File: config.mk
export PLATFORM = sky130hd
export DESIGN_NAME = pred_step_skip
export DESIGN_NICKNAME = d
export VERILOG_FILES = /design/src/rtl/pss_pkg.sv /design/src/rtl/pss_find_first.sv /design/src/rtl/pss_lane.sv /design/src/rtl/pred_step_skip.sv
export SDC_FILE = /design/constraint.sdc
export NUM_CORES = 1
export LEC_CHECK = 0
export ABC_AREA = 1
export CORE_AREA = 4 4 129 131
export DETAILED_ROUTE_END_ITERATION = 12
export DIE_AREA = 0 0 133 135
export PLACE_DENSITY = 0.82
export SYNTH_ARGS = -nofsm -noshare
export SYNTH_HDL_FRONTEND = slang
export SYNTH_HIERARCHICAL = 1
export SYNTH_SLANG_ARGS = --single-unit
File: constraint.sdc
create_clock -name clk_i -period 2.3 [get_ports clk_i]
set_clock_uncertainty 0.2 [all_clocks]
set_input_delay 0.46 -clock clk_i [delete_from_list [all_inputs] [get_ports clk_i]]
set_output_delay 0.46 -clock clk_i [all_outputs]
set_load 0.02 [all_outputs]
File: src/rtl/pss_pkg.sv
package pss_pkg;
  localparam int unsigned NUM_SIDES = 2;
  localparam int unsigned SIDE_SRC  = 0;
  localparam int unsigned SIDE_DST  = 1;
endpackage

File: src/rtl/pss_find_first.sv
module pss_find_first #(
  parameter int unsigned W  = 65,
  localparam int unsigned IW = $clog2(W)
) (
  input  logic [W-1:0]  vec_i,
  output logic [IW-1:0] idx_o
);
  // lowest set index wins; scan downward so the last hit is the lowest
  always_comb begin
    idx_o = '0;
    for (int i = W - 1; i >= 0; i--) begin
      if (vec_i[i]) idx_o = IW'(i);
    end
  end
endmodule

File: src/rtl/pss_lane.sv
module pss_lane #(
  parameter int unsigned MASK_W = 64,
  localparam int unsigned STEP_W = $clog2(MASK_W + 1)
) (
  input  logic [MASK_W-1:0] mask_i,
  input  logic [STEP_W-1:0] step_i,
  input  logic [STEP_W-1:0] vl_i,
  input  logic              zero_i,
  output logic [STEP_W-1:0] step_o
);
  logic [MASK_W:0]   cand;
  logic [STEP_W-1:0] first;
  logic              hold;

  // window [step, vl) of mask, plus terminator bit at vl
  always_comb begin
    for (int i = 0; i < MASK_W; i++) begin
      cand[i] = (mask_i[i] && (STEP_W'(i) >= step_i) && (STEP_W'(i) < vl_i))
                || (STEP_W'(i) == vl_i);
    end
    cand[MASK_W] = 1'b1;
  end

  pss_find_first #(.W(MASK_W + 1)) u_ff (
    .vec_i (cand),
    .idx_o (first)
  );

  assign hold   = zero_i || (step_i >= vl_i);
  assign step_o = hold ? step_i : first;
endmodule

File: src/rtl/pred_step_skip.sv
module pred_step_skip #(
  parameter int unsigned MASK_W = 64,
  localparam int unsigned STEP_W = $clog2(MASK_W + 1)
) (
  input  logic              clk_i,
  input  logic              rst_ni,
  input  logic              req_i,
  input  logic [MASK_W-1:0] src_mask_i,
  input  logic [MASK_W-1:0] dst_mask_i,
  input  logic [STEP_W-1:0] src_step_i,
  input  logic [STEP_W-1:0] dst_step_i,
  input  logic [STEP_W-1:0] vl_i,
  input  logic              src_zero_i,
  input  logic              dst_zero_i,
  output logic [STEP_W-1:0] src_step_o,
  output logic [STEP_W-1:0] dst_step_o,
  output logic              update_o,
  output logic              valid_o
);
  import pss_pkg::*;

  logic [STEP_W-1:0] vl_c;
  logic [MASK_W-1:0] mask_a [NUM_SIDES];
  logic [STEP_W-1:0] step_a [NUM_SIDES];
  logic              zero_a [NUM_SIDES];
  logic [STEP_W-1:0] nxt_a  [NUM_SIDES];
  logic [NUM_SIDES-1:0] moved;

  assign vl_c = (vl_i > STEP_W'(MASK_W)) ? STEP_W'(MASK_W) : vl_i;

  assign mask_a[SIDE_SRC] = src_mask_i;
  assign mask_a[SIDE_DST] = dst_mask_i;
  assign step_a[SIDE_SRC] = src_step_i;
  assign step_a[SIDE_DST] = dst_step_i;
  assign zero_a[SIDE_SRC] = src_zero_i;
  assign zero_a[SIDE_DST] = dst_zero_i;

  for (genvar s = 0; s < NUM_SIDES; s++) begin : g_side
    pss_lane #(.MASK_W(MASK_W)) u_lane (
      .mask_i (mask_a[s]),
      .step_i (step_a[s]),
      .vl_i   (vl_c),
      .zero_i (zero_a[s]),
      .step_o (nxt_a[s])
    );
    assign moved[s] = nxt_a[s] != step_a[s];
  end

  always_ff @(posedge clk_i or negedge rst_ni) begin
    if (!rst_ni) begin
      src_step_o <= '0;
      dst_step_o <= '0;
      update_o   <= 1'b0;
      valid_o    <= 1'b0;
    end else begin
      valid_o  <= req_i;
      update_o <= req_i && (|moved);
      if (req_i) begin
        src_step_o <= nxt_a[SIDE_SRC];
        dst_step_o <= nxt_a[SIDE_DST];
      end
    end
  end
endmodule

==> summary.md, run 1 <==
| Metric | Value |
|---|---|
| Root Driver | clkbuf_16 |
| HPWL after DPL | 35500 um |
| Synth async-reset ratio | 100% |
| Synth warn | 6 |
| Stop stage | 5_1_grt |
| Largest net degree at the start of global routing | 27 |
| Sequential area share after synthesis | 4.88% |
| # rows | 46 |
| Die H | 135 um |
| Post-synthesis cell area | 0.00820 mm2 |
| CTS Sinks | 16 |
| Mean Syn Cell Area | 4.84 um2 |
| Max clock buf depth | 2 |
| Die X | 133 um |
| Library cells used by synthesis | 38 |
| Mapped Nets | 1863 |
| Initial Utilization | 52.6% |
| FF+latch count, synth | 16 |
| Post-Synthesis Cells | 1695 |
| CTS Buf Count | 3 |
| Outcome | stopped before the end |
| Ports | 170 |
| Hold buffer count at CTS | 0 |
| Gr usage total | 88.7% |
| H-Tree Level Count | 1 |
| Stop Error | [ERROR GRT-0232] Routing congestion too high. Check the congestion heatmap in the GUI. |
| IO buf count | 169 |
| Number of flops mapped to enable cells by yosys | 0 |
| Ys flop type | dfrtp_1 |
| Gpl congestion | 1.32 |
| Grt total ovfl | 432 |
repair_timing:
item	CTS
pin swaps	89
resized for setup	141
buffers inserted	46
setup endpoints to repair	15
stage by stage:
stage               setup slack [ps]  utilization (%)  std cells  cell area [um2]  hold WS, ps
floorplan                      -3050                -       1695             8310        -35.6
global placement               -4060             86.1       2495            13400          256
detailed placement             -4390             86.1       2495            13400          259
CTS                            -3630             91.3       2544            14200          271
cells in the mapped netlist (5+ instances only):
cell	n	share of area, %
nand2_1	783	36
o21ai_1	5	0.31
buf_2	12	0.73
nor2_2	8	0.61
nand3_1	140	8.5
buf_4	8	0.73
a21boi_0	10	0.92
inv_1	212	9.7
ha_1	14	2.1
a21oi_1	45	2.7
nand4_1	15	1.1
o21ai_2	11	1.2
a311oi_1	6	0.64
nor2_1	236	11
nor4_1	6	0.46
dfrtp_1	16	4.9
bufinv_8	46	9.8
o21ai_0	54	3.3
o22ai_1	6	0.46
inv_2	7	0.32
nor3_1	16	0.98
cells by family after synthesis:
family,share of synthesized area (%)
fa+ha+maj,2.14
flops,4.88
compound gates,11.0
buf+inv,21.7
xor+xnor,0.214
simple gates,60.0
other cells,0.0916
per-layer routing:
metal	GRT usage (%)	GRT overflow
met5	56.4	6
met4	94.7	135
met3	79.5	24
met2	102	247
met1	83.5	20
==> run 2: changes to the inputs <==
Settings changed: CORE_AREA 4 4 129 131 to 4 4 151 153, DIE_AREA 0 0 133 135 to 0 0 155 157, PLACE_DENSITY 0.82 to not set, PLACE_DENSITY_LB_ADDON set to 0.15.
==> summary.md, run 2 <==
| Metric | Value |
|---|---|
| Commonest non-fill, non-tap cell in the layout | nand2_1 |
| Post-synthesis cell area | 0.00820 mm2 (unchanged) |
| Final period utilization | 260% |
| Final Cell Area | 0.0151 mm2 |
| DRC | 0 |
| NetSw | 1.86 mW |
| Vias | 13600 |
| Most frequent cells in the layout | 709 x nand2_1, 458 x buf_4, 185 x inv_1 |
| Routed Antenna Nets | 0 |
| Total power | 4.07 mW |
| Via density per instance | 5.16 |
| Top cells by count, synth | 783 x nand2_1, 236 x nor2_1, 212 x inv_1 |
| Vias in the first global route | 13100 |
| Max-cap violation count | 0 |
| Final Hold Viols | 0 |
| H-Tree Level Count | 1 (unchanged) |
| Peak supply drop | 0.350 mV |
| Sequential area share after synthesis | 4.88% (unchanged) |
| Initial antenna violation count | 0 |
| Worst path most repeated cell | nand2_1 |
| Hold WC Path Type | flop to flop |
| Ranking of synthesized cells by area | nand2_1 36%, nor2_1 11%, bufinv_8 9.8% |
| Gr usage total | 36.4% |
| Peak Freq | 0.167 GHz |
| Post-Synthesis Cells | 1695 (unchanged) |
| Ports | 170 (unchanged) |
| Die X | 155 um (+17%) |
| Max clock buf depth | 2 (unchanged) |
| Pins Over Slew Limit | 0 |
| Static Leakage | 8.31 nW |
| Pwr dens | 270 mW/mm2 |
| Hold WS | 277 ps |
| Critical path peak fanout | 6 |
| Setup slack after layout | -3680 ps |
| HPWL after DPL | 38800 um (+9.5%) |
| Hold buffer count at CTS | 0 (unchanged) |
| Slew Limit Headroom | 54.4% |
| Clk pwr share | 9.2% |
| Die Footprint | 0.0243 mm2 |
| Worst path bufs/invs | 11 |
| Most common cell in the netlist | nand2_1 |
| Part of the power in registers | 8.3% |
| Worst setup EP type | flop |
| Post-Route WL | 47700 um |
| CP peak stage delay | 180 ps |
| Synth async-reset ratio | 100% (unchanged) |
| Worst-margin pin slew | 677 ps |
| Root Driver | clkbuf_16 |
| CTS Buf Count | 3 (unchanged) |
| Share of cells above drive strength 1 | 34.0% |
| Gpl congestion | 1.07 (-19%) |
| Setup violators final | 15 |
| Crit Path Class | input pin to flop |
| R2R setup slack | 1400 ps |
| FF+latch count, synth | 16 (unchanged) |
| Final nets | 2526 |
| Number of flops mapped to enable cells by yosys | 0 (unchanged) |
| Die H | 157 um (+16%) |
| Slowest library cell on the worst path | o21ai_2 |
| Clock latency on the worst-skew pair | 250 ps |
| # rows | 54 (+17%) |
| Largest net degree at the start of global routing | 27 |
| Detailed Routing Iterations Pass 1 | 8 |
| CTS Sinks | 16 (unchanged) |
| Regs by FF count | dst_step_o: 7 flops, src_step_o: 7 flops |
| Mapped Nets | 1863 (unchanged) |
| IO buf count | 169 (unchanged) |
| TritonCTS clock tree | done |
| CTS clk-pin slew, worst paths | 50 ps |
| Grt total ovfl | 0 |
| RSZ-0062 raised after global routing | yes |
| Placed inst area | 0.0136 mm2 (+1.3%) |
| Sw Share | 45.8% |
| Outcome | finished with violations |
| Combinational fraction of design power | 82.4% |
| Initial DRC count | 1300 |
| CP required | 2280 ps |
| Failing checks | setup timing |
| Final min period | 5980 ps |
| DR WL/cell | 18.1 um |
| Core area | 0.0216 mm2 |
| Share of the synthesized area in the top cell type | 35.8% (unchanged) |
| CP arrival | 5960 ps |
| Leading area contributor after synthesis | nand2_1 |
| P&R area growth vs syn | 84.1% |
| Startpoint types | input pin |
| Ys flop type | dfrtp_1 |
| Antenna diode count | 0 |
| Library cells used by synthesis | 38 (unchanged) |
| Int Pwr | 2.21 mW |
| First-pass GRT wire length | 69900 um |
| Synth warn | 6 (unchanged) |
| Mean Syn Cell Area | 4.84 um2 (unchanged) |
| Crit path max-delay family | simple AND/OR/NAND/NOR gates |
| Initial Utilization | 38.1% (-15 points) |
[run 2: cell counts after synthesis]
Identical to the previous run, type by type.
[run 2: through the flow]
| step | setup slack, ps | cells | setup TNS [ps] | utilization, % |
|---|---|---|---|---|
| floorplan | -3050 | 1695 | -21610 | - |
| global placement | -4180 | 2574 | -43500 | 63.2 |
| detailed placement | -4310 | 2574 | -44180 | 63.2 |
| CTS | -3500 | 2629 | -32280 | 67.8 |
| global route | -4330 | 2637 | -37850 | 70.0 |
| finish | -3680 | 2637 | -32570 | 70.0 |
[run 2: worst reg2reg max path, stage by stage, from the launching register on]
cell,delay [ps]
dfrtp_1,400
nand2_1,110
o21ai_2,60
[run 2: cell type report]
type                            instances  area [um2]
Clock buffer                            4        88.8
Fill cell                            1921        6460
Multi-Input combinational cell       1389        6810
Tap cell                              280         350
Inverter                              267        1690
Sequential cell                        16         400
Timing Repair Buffer                  681        5760
[run 2: logic make-up (layout without fill, tap and decap cells)]
logic type	count (synthesis)	after routing	share of synthesized area [%]
simple gates	1218	1218	60.0
other cells	2	2	0.0916
buf+inv	290	952	21.7
compound gates	153	153	11.0
flops	16	16	4.88
xor+xnor	2	2	0.214
fa+ha+maj	14	14	2.14
[run 2: what timing repair did]
| action | in CTS | in global routing |
|---|---|---|
| resized for setup | 190 | 140 |
| setup buffers | 58 | 19 |
| endpoints found under the setup margin | 15 | 15 |
| pin swaps | 117 | 136 |
[run 2: metal layers]
layer / up-vias / wire length [um] / track usage [%]
met1: 6132 / 17600 / 41.7
met2: 691 / 23200 / 66.6
met5: - / 0 / 0
met4: 0 / 3510 / 20.0
met3: 208 / 3370 / 3.33
li1: 6564 / - / -
[run 2: path summary, 6_finish.rpt]
path,from,cells past startpoint,endpoint
min in group asynchronous,rst_ni,2,valid_o
worst max-delay path,vl_i[2],85,dst_step_o[0]
worst min-delay path,dst_step_o[3],2,dst_step_o[3]
worst min register to register,dst_step_o[3],2,dst_step_o[3]
max in group asynchronous,rst_ni,2,src_step_o[4]
worst max register to register,dst_step_o[0],2,dst_step_o[0]
[run 2: power by group through the flow]
stage / logic (mW) / clock network, mW / registers (mW)
after floorplan: 1.33 / 0 / 0.388
after global placement: 2.83 / 0 / 0.342
after detailed placement: 2.85 / 0 / 0.343
after CTS: 3.12 / 0.377 / 0.339
after global routing: 3.60 / 0.397 / 0.343
final: 3.36 / 0.376 / 0.339
No activity file was read; power rests on OpenSTA's default activity.
